===== config.mk =====
export PLATFORM = sky130hd
export DESIGN_NAME = scsi_dma_bridge
export DESIGN_NICKNAME = d
export VERILOG_FILES = /design/src/rtl/scsi_bridge_pkg.sv /design/src/rtl/scsi_sync.sv /design/src/rtl/scsi_byte_queue.sv /design/src/rtl/scsi_dma_bridge.sv
export SDC_FILE = /design/constraint.sdc
export NUM_CORES = 1
export LEC_CHECK = 0
export BUFFER_PORTS_ARGS = -buffer_cell sky130_fd_sc_hd__buf_4
export CORE_ASPECT_RATIO = 1.1
export CORE_MARGIN = 4
export CORE_UTILIZATION = 50
export DETAILED_ROUTE_END_ITERATION = 8
export MAX_ROUTING_LAYER = met4
export PLACE_DENSITY_LB_ADDON = 0.08
export SLEW_MARGIN = 20
export SYNTH_ARGS = -nofsm -noshare
export SYNTH_HDL_FRONTEND = slang
export SYNTH_SLANG_ARGS = --single-unit

===== constraint.sdc =====
create_clock -name clk -period 5.15 [get_ports clk]
set_input_delay 0.7725 -clock clk [delete_from_list [all_inputs] [get_ports clk]]
set_output_delay 0.7725 -clock clk [all_outputs]
set_load 0.05 [all_outputs]

===== src/rtl/scsi_bridge_pkg.sv =====
package scsi_bridge_pkg;
  localparam int BYTE_W = 8;
  localparam int WORD_W = 2 * BYTE_W;
  // synchronized bus control lines, packed above the data byte
  typedef struct packed {
    logic bsy;
    logic cd;
    logic msg;
    logic io;
    logic req;
  } bus_ctl_t;
  localparam int CTL_W = $bits(bus_ctl_t);
endpackage


===== src/rtl/scsi_sync.sv =====
module scsi_sync #(
  parameter int W = 8
) (
  input  logic         clk,
  input  logic         rst,
  input  logic [W-1:0] d,
  output logic [W-1:0] q
);
  logic [W-1:0] stage1;

  always_ff @(posedge clk) begin
    if (rst) begin
      stage1 <= '0;
      q      <= '0;
    end else begin
      stage1 <= d;
      q      <= stage1;
    end
  end
endmodule


===== src/rtl/scsi_byte_queue.sv =====
module scsi_byte_queue #(
  parameter int DEPTH = 8,
  parameter int DW    = 8
) (
  input  logic             clk,
  input  logic             rst,
  input  logic             flush,
  input  logic [1:0]       push_n,
  input  logic [DW-1:0]    push_b0,
  input  logic [DW-1:0]    push_b1,
  input  logic [1:0]       pop_n,
  output logic [DW-1:0]    head0,
  output logic [DW-1:0]    head1,
  output logic [$clog2(DEPTH+1)-1:0] count,
  output logic             empty,
  output logic             full
);
  localparam int PTR_W = $clog2(DEPTH);
  localparam int CNT_W = $clog2(DEPTH + 1);

  logic [DW-1:0]    mem [DEPTH];
  logic [PTR_W-1:0] rd_ptr, wr_ptr;
  logic [PTR_W-1:0] rd_ptr1, wr_ptr1;
  logic [CNT_W-1:0] space;
  logic [1:0]       acc_push, acc_pop;

  assign rd_ptr1 = rd_ptr + PTR_W'(1);
  assign wr_ptr1 = wr_ptr + PTR_W'(1);
  assign space   = CNT_W'(DEPTH) - count;
  assign empty   = (count == '0);
  assign full    = (count == CNT_W'(DEPTH));

  // lanes that do not fit are dropped; lanes beyond the stored bytes read nothing
  always_comb begin
    if (int'(push_n) <= int'(space)) acc_push = push_n;
    else                             acc_push = space[1:0];
    if (int'(pop_n) <= int'(count))  acc_pop  = pop_n;
    else                             acc_pop  = count[1:0];
  end

  assign head0 = (count != '0)           ? mem[rd_ptr]  : '0;
  assign head1 = (count > CNT_W'(1))     ? mem[rd_ptr1] : '0;

  // storage carries no reset; two write lanes make it a register file
  always_ff @(posedge clk) begin
    if (!flush) begin
      if (acc_push != 2'd0) mem[wr_ptr]  <= push_b0;
      if (acc_push == 2'd2) mem[wr_ptr1] <= push_b1;
    end
  end

  always_ff @(posedge clk) begin
    if (rst || flush) begin
      rd_ptr <= '0;
      wr_ptr <= '0;
      count  <= '0;
    end else begin
      rd_ptr <= rd_ptr + PTR_W'(acc_pop);
      wr_ptr <= wr_ptr + PTR_W'(acc_push);
      count  <= count + CNT_W'(acc_push) - CNT_W'(acc_pop);
    end
  end

  p_count_bound_r10: assert property (@(posedge clk) disable iff (rst)
    count <= CNT_W'(DEPTH));
  p_no_overflow_r10: assert property (@(posedge clk) disable iff (rst)
    (full && push_n != 2'd0 && pop_n == 2'd0 && !flush) |=> full);
  p_empty_pop_r10: assert property (@(posedge clk) disable iff (rst)
    (empty && pop_n != 2'd0 && push_n == 2'd0 && !flush) |=> empty);
endmodule


===== src/rtl/scsi_dma_bridge.sv =====
module scsi_dma_bridge
  import scsi_bridge_pkg::*;
#(
  parameter int QDEPTH = 8
) (
  input  logic        clk,
  input  logic        rst,
  input  logic        bus_bsy_i,
  input  logic        bus_cd_i,
  input  logic        bus_msg_i,
  input  logic        bus_io_i,
  input  logic        bus_req_i,
  input  logic [7:0]  bus_dat_i,
  output logic [7:0]  bus_dat_o,
  output logic        bus_ack_o,
  output logic        bus_rst_o,
  input  logic        host_busrst_i,
  input  logic        dma_en_i,
  input  logic        dma_wr_i,
  input  logic        dma_rd_i,
  input  logic        dma_wide_i,
  input  logic [15:0] dma_wdata_i,
  output logic [15:0] dma_rdata_o,
  output logic        drq_o,
  output logic        irq_o
);
  localparam int CNT_W  = $clog2(QDEPTH + 1);
  localparam int SYNC_W = CTL_W + BYTE_W;

  bus_ctl_t          ctl_s;
  logic [BYTE_W-1:0] dat_s;
  logic              req_d;

  scsi_sync #(.W(SYNC_W)) u_sync (
    .clk (clk),
    .rst (rst),
    .d   ({bus_bsy_i, bus_cd_i, bus_msg_i, bus_io_i, bus_req_i, bus_dat_i}),
    .q   ({ctl_s, dat_s})
  );

  always_ff @(posedge clk) begin
    if (rst) req_d <= 1'b0;
    else     req_d <= ctl_s.req;
  end

  // edge and phase decode
  logic req_rise, req_fall, data_ph, ctrl_rise, rst_rise, flush;
  logic bus_push, bus_pop, queued;
  logic dma_q_wr, dma_q_rd, direct_wr, direct_rd, ack_set;
  logic [1:0]        push_n, pop_n;
  logic [BYTE_W-1:0] push_b0, head0, head1;
  logic [CNT_W-1:0]  q_count;
  logic              q_empty, q_full;
  logic [BYTE_W-1:0] data_reg;

  assign req_rise  = ctl_s.req & ~req_d;
  assign req_fall  = ~ctl_s.req & req_d;
  assign data_ph   = ~ctl_s.cd & ~ctl_s.msg;
  assign ctrl_rise = req_rise & ctl_s.cd;
  assign rst_rise  = host_busrst_i & ~bus_rst_o;
  assign flush     = ctrl_rise | rst_rise;

  assign bus_push = req_rise & data_ph & ctl_s.bsy &  ctl_s.io & dma_en_i;
  assign bus_pop  = req_rise & data_ph & ctl_s.bsy & ~ctl_s.io & dma_en_i & ~q_empty;

  // the bus edge owns the queue in its cycle; a coincident queued DMA access is dropped
  assign queued    = data_ph & dma_en_i & ctl_s.req;
  assign dma_q_wr  = dma_wr_i & queued & ~req_rise;
  assign dma_q_rd  = dma_rd_i & queued & ~req_rise;
  assign direct_wr = dma_wr_i & ~queued;
  assign direct_rd = dma_rd_i & ~queued;

  always_comb begin
    push_n  = 2'd0;
    push_b0 = dma_wdata_i[7:0];
    if (bus_push) begin
      push_n  = 2'd1;
      push_b0 = dat_s;
    end else if (dma_q_wr) begin
      push_n  = dma_wide_i ? 2'd2 : 2'd1;
    end
    pop_n = 2'd0;
    if (bus_pop)       pop_n = 2'd1;
    else if (dma_q_rd) pop_n = dma_wide_i ? 2'd2 : 2'd1;
  end

  scsi_byte_queue #(.DEPTH(QDEPTH), .DW(BYTE_W)) u_queue (
    .clk     (clk),
    .rst     (rst),
    .flush   (flush),
    .push_n  (push_n),
    .push_b0 (push_b0),
    .push_b1 (dma_wdata_i[15:8]),
    .pop_n   (pop_n),
    .head0   (head0),
    .head1   (head1),
    .count   (q_count),
    .empty   (q_empty),
    .full    (q_full)
  );

  assign ack_set = bus_push | bus_pop
                 | (direct_wr & ctl_s.bsy & ~ctl_s.io)
                 | (direct_rd & ctl_s.bsy &  ctl_s.io);

  always_ff @(posedge clk) begin
    if (rst) begin
      data_reg    <= '0;
      bus_dat_o   <= '0;
      bus_ack_o   <= 1'b0;
      bus_rst_o   <= 1'b0;
      dma_rdata_o <= '0;
      drq_o       <= 1'b0;
      irq_o       <= 1'b0;
    end else begin
      bus_ack_o <= ack_set;
      bus_rst_o <= host_busrst_i;
      irq_o     <= ctrl_rise;
      if (req_rise) data_reg <= dat_s;
      if (bus_pop)        bus_dat_o <= head0;
      else if (direct_wr) bus_dat_o <= dma_wdata_i[7:0];
      if (dma_q_rd)       dma_rdata_o <= dma_wide_i ? {head0, head1} : {8'h00, head0};
      else if (direct_rd) dma_rdata_o <= {8'h00, data_reg};
      if (req_fall) drq_o <= 1'b0;
      else if (req_rise && data_ph) begin
        if (ctl_s.io ? (~q_empty | bus_push) : q_empty) drq_o <= 1'b1;
      end
    end
  end

  p_ack_single_r11: assert property (@(posedge clk) disable iff (rst)
    bus_ack_o |=> !bus_ack_o);
  p_drq_drop_r4: assert property (@(posedge clk) disable iff (rst)
    req_fall |=> !drq_o);
  p_irq_pulse_r5: assert property (@(posedge clk) disable iff (rst)
    irq_o |=> !irq_o);
  p_ctrl_flush_r5: assert property (@(posedge clk) disable iff (rst)
    ctrl_rise |=> (q_count == '0));
  p_rst_flush_r6: assert property (@(posedge clk) disable iff (rst)
    (host_busrst_i && !bus_rst_o) |=> (q_count == '0));
  p_queued_no_ack_r7: assert property (@(posedge clk) disable iff (rst)
    dma_q_wr |=> !bus_ack_o);
  p_full_flag_r10: assert property (@(posedge clk) disable iff (rst)
    q_full |-> !q_empty);
endmodule


==> flow_summary.json <==
{
  "synth_cell_type_count": 52,
  "place.gp.congestion": 0.923,
  "crit_cells": 15,
  "cts_buffers": 17,
  "drv_cap": 0,
  "yosysSeqAreaShare_pct": 47.6,
  "holdPathStages": 1,
  "clockBufferDepth": 2,
  "final-seq-area_um2": 3380,
  "cts_htree_levels": 4,
  "cpPeakStageDelay_ns": 0.44,
  "critical_path_arrival_ns": 4.44,
  "diodes": 0,
  "core_um2": 13900,
  "whs_endpoint": "u_sync.q[5]",
  "drive_above_1_share_pct": 34.3,
  "synth_fp_nets": 654,
  "worstMarginPinSlew_ns": 1.14,
  "synth_edf_count": 64,
  "power-per-cell-area_nw_per_um2": 329,
  "cts.sinks": 137,
  "grt_max_degree": 66,
  "syn-instance-count": 598,
  "use_met2_pct": 39.3,
  "cpLargestDelayFamily": "compound AO/OA/AOI/OAI gates",
  "use_met1_pct": 31.4,
  "grt_pass1_vias": 5149,
  "cts_tree": "yes",
  "hold_viol": 0,
  "slew_headroom_pct": 23.7,
  "antenna_found_initial": 0,
  "fill_cells": 1172,
  "critPathLaunchType": "flop",
  "nNetsFinal": 717,
  "critPathRequiredTime_ns": 5.46,
  "drc": 0,
  "ctsHoldBuffers": 0,
  "portBuffers": 63,
  "synth.avg_cell_area_um2": 11.9,
  "critPathKind": "reg2reg",
  "crit_fanout": 9,
  "drt_pre_antenna_iters": 5,
  "leakage_nw": 3.00,
  "dieArea_um2": 16200,
  "use_met3_pct": 4.96,
  "die_x_um": 122,
  "skew_ns": 0.0118,
  "clk_pin_slew_ns": 0.06,
  "tns_ns": 0,
  "clock.fmax_mhz": 242,
  "p_total_mw": 2.75,
  "setup-violations-final": 0,
  "finalCriticalPeriod_ns": 4.13,
  "status": "complete, no violations",
  "track_usage_pct": 24.6,
  "multi_input_area_um2": 3520,
  "largest_registers": "u_queue.mem (64), dma_rdata_o (16)",
  "cts_resized": 0,
  "worst-path-buf-inv": 0,
  "worstSetupEndpointType": "flop",
  "via_per_inst": 5.87,
  "hold_class": "reg2reg",
  "holdWs_ns": 0.436,
  "rsz0062_at_grt": "no",
  "initial_core_util_pct": 51.3,
  "top_register": "u_queue.mem",
  "vias": 5056,
  "io_pins": 64,
  "grt-busiest-layer": "met2",
  "cts-root-buf": "clkbuf_16",
  "slew_violations": 0,
  "antenna_left": 0,
  "hp-start": "u_sync.stage1[5]",
  "cp_slowest_cell": "dfxtp_1",
  "ir_drop_uv": 246,
  "drt_iter0_markers": 482,
  "wl_per_cell_um": 21.5,
  "post_cts_buffers": 0,
  "worst_r2r_path_depth": 15,
  "cp_common_cell": "ha_1",
  "grt_overflow": 0,
  "wirelength_mm": 18.6,
  "dpl.hpwl_mm": 12.7,
  "finalCritPeriodShare_pct": 80.2,
  "reg2reg_from": "u_sync.q[8]",
  "syn_area_um2": 7100,
  "synth-seq-cells": 137,
  "largest_reg_flops": 64,
  "grt_pass1_wl_mm": 28.9,
  "r2r-end": "u_queue.count[3]",
  "rows": 45,
  "die_h_um": 133,
  "rrSetupSlack_ns": 1.02,
  "async_flop_share_pct": 0,
  "synth_warnings": 0,
  "path_cells": "and4bb_1 > and2_1 > nand2_1 > nor2_1 > a31oi_1 > ha_1 > a211o_1 > a21oi_1 > xnor2_1 > ha_1 > ha_1 > a21o_1 > a21oi_1 > xnor2_1 > nor2_1",
  "area_growth_pct": 17.8,
  "synth_flop_cell": "dfxtp_1",
  "clk_latency_ns": 0.43
}
where the power goes:
group / switching (mW) / total (mW) / leakage (nW) / internal [mW]
Clock: 0.514 / 1.20 / 0.285 / 0.684
Combinational: 0.215 / 0.362 / 1.54 / 0.147
Sequential: 0.0203 / 1.19 / 1.17 / 1.17
cell usage after synthesis, drive strengths merged, types with 12 or more instances:
master   n  area (um^2)
o21ai   12         60.1
mux4    32          721
ha      17          213
clkbuf  21         78.8
nor2b   31          194
nand2   39          146
dfxtp   73         1460
edfxtp  64         1920
nor2    57          216
nand3   16         80.1
mux2    80          901
a21oi   20          100
inv     20         77.6
worst max-delay path by stage:
stage          slack (ns)             start          endpoint
5_1_grt              0.62       u_sync.q[8]  u_queue.count[3]
2_1_floorplan        1.22          dma_en_i  u_queue.count[3]
6_report             1.02       u_sync.q[8]  u_queue.count[3]
4_1_cts              1.01  u_queue.count[0]  u_queue.count[3]
3_3_place_gp         0.88          dma_en_i  u_queue.count[3]
3_5_place_dp         0.71          dma_en_i  u_queue.count[3]
cells by family (layout without fill, tap and decap cells):
| logic type | count (synthesis) | count (layout) | synth area share (%) |
|---|---|---|---|
| AOI/OAI and AO/OA | 77 | 77 | 7.41 |
| buffers and inverters | 52 | 128 | 2.87 |
| adders and majority gates | 20 | 20 | 3.84 |
| DFF | 137 | 137 | 47.6 |
| muxes | 120 | 120 | 24.0 |
| and+or+nand+nor | 184 | 184 | 13.3 |
| xor gates and xnor gates | 8 | 8 | 0.986 |
stage by stage:
stage / instances / setup slack [ns] / utilization (%) / area (um^2)
floorplan: 598 / 1.22 / - / 7100
global placement: 830 / 0.885 / 56.2 / 7780
global route: 862 / 0.615 / 60.4 / 8370
CTS: 862 / 1.01 / 60.4 / 8360
finish: 862 / 1.02 / 60.4 / 8370
detailed placement: 830 / 0.713 / 56.2 / 7780
layout by cell type (no fill, tap or decap), types with 3 or more instances in the layout:
master      n
a211oi_1    5
a21o_1      3
a21oi_1    20
a221oi_1    8
a22oi_1     8
a311oi_1    8
and2_1      6
and3_1      4
buf_4      76
clkbuf_16  17
dfxtp_1    72
edfxtp_1   64
fa_1        3
ha_1       16
inv_1      19
inv_6       8
mux2_2     78
mux2i_1     8
mux4_2     32
nand2_1    39
nand2b_1    3
nand3_1    16
nor2_1     56
nor2b_1    31
nor3_1     10
o21ai_0    12
o21bai_1    3
xnor2_1     3
xor2_1      5
final cells by class:
class                           count  area share, %
Multi-Input combinational cell    409           42.1
Sequential cell                   137           40.4
Timing Repair Buffer               76           6.82
Clock buffer                       17           5.08
Tap cell                          188           2.81
Clock inverter                     15           1.84
Inverter                           20          0.927
metal layers:
layer | routed length, um | share of wire (%)
met4 | 500 | 2.7
met2 | 9080 | 49
met1 | 7810 | 42
met5 | 0 | 0
met3 | 1180 | 6.3
worst reg2reg max path, stage by stage, from the launching register on:
cell and delay (ns):
dfxtp_1 0.44, and4bb_1 0.36, and2_1 0.26, nand2_1 0.07, nor2_1 0.42, a31oi_1 0.15
ha_1 0.31, a211o_1 0.33, a21oi_1 0.37, xnor2_1 0.14, ha_1 0.32, ha_1 0.31
a21o_1 0.18, a21oi_1 0.17, xnor2_1 0.13, nor2_1 0.05
(Power assumes the default switching activity.)
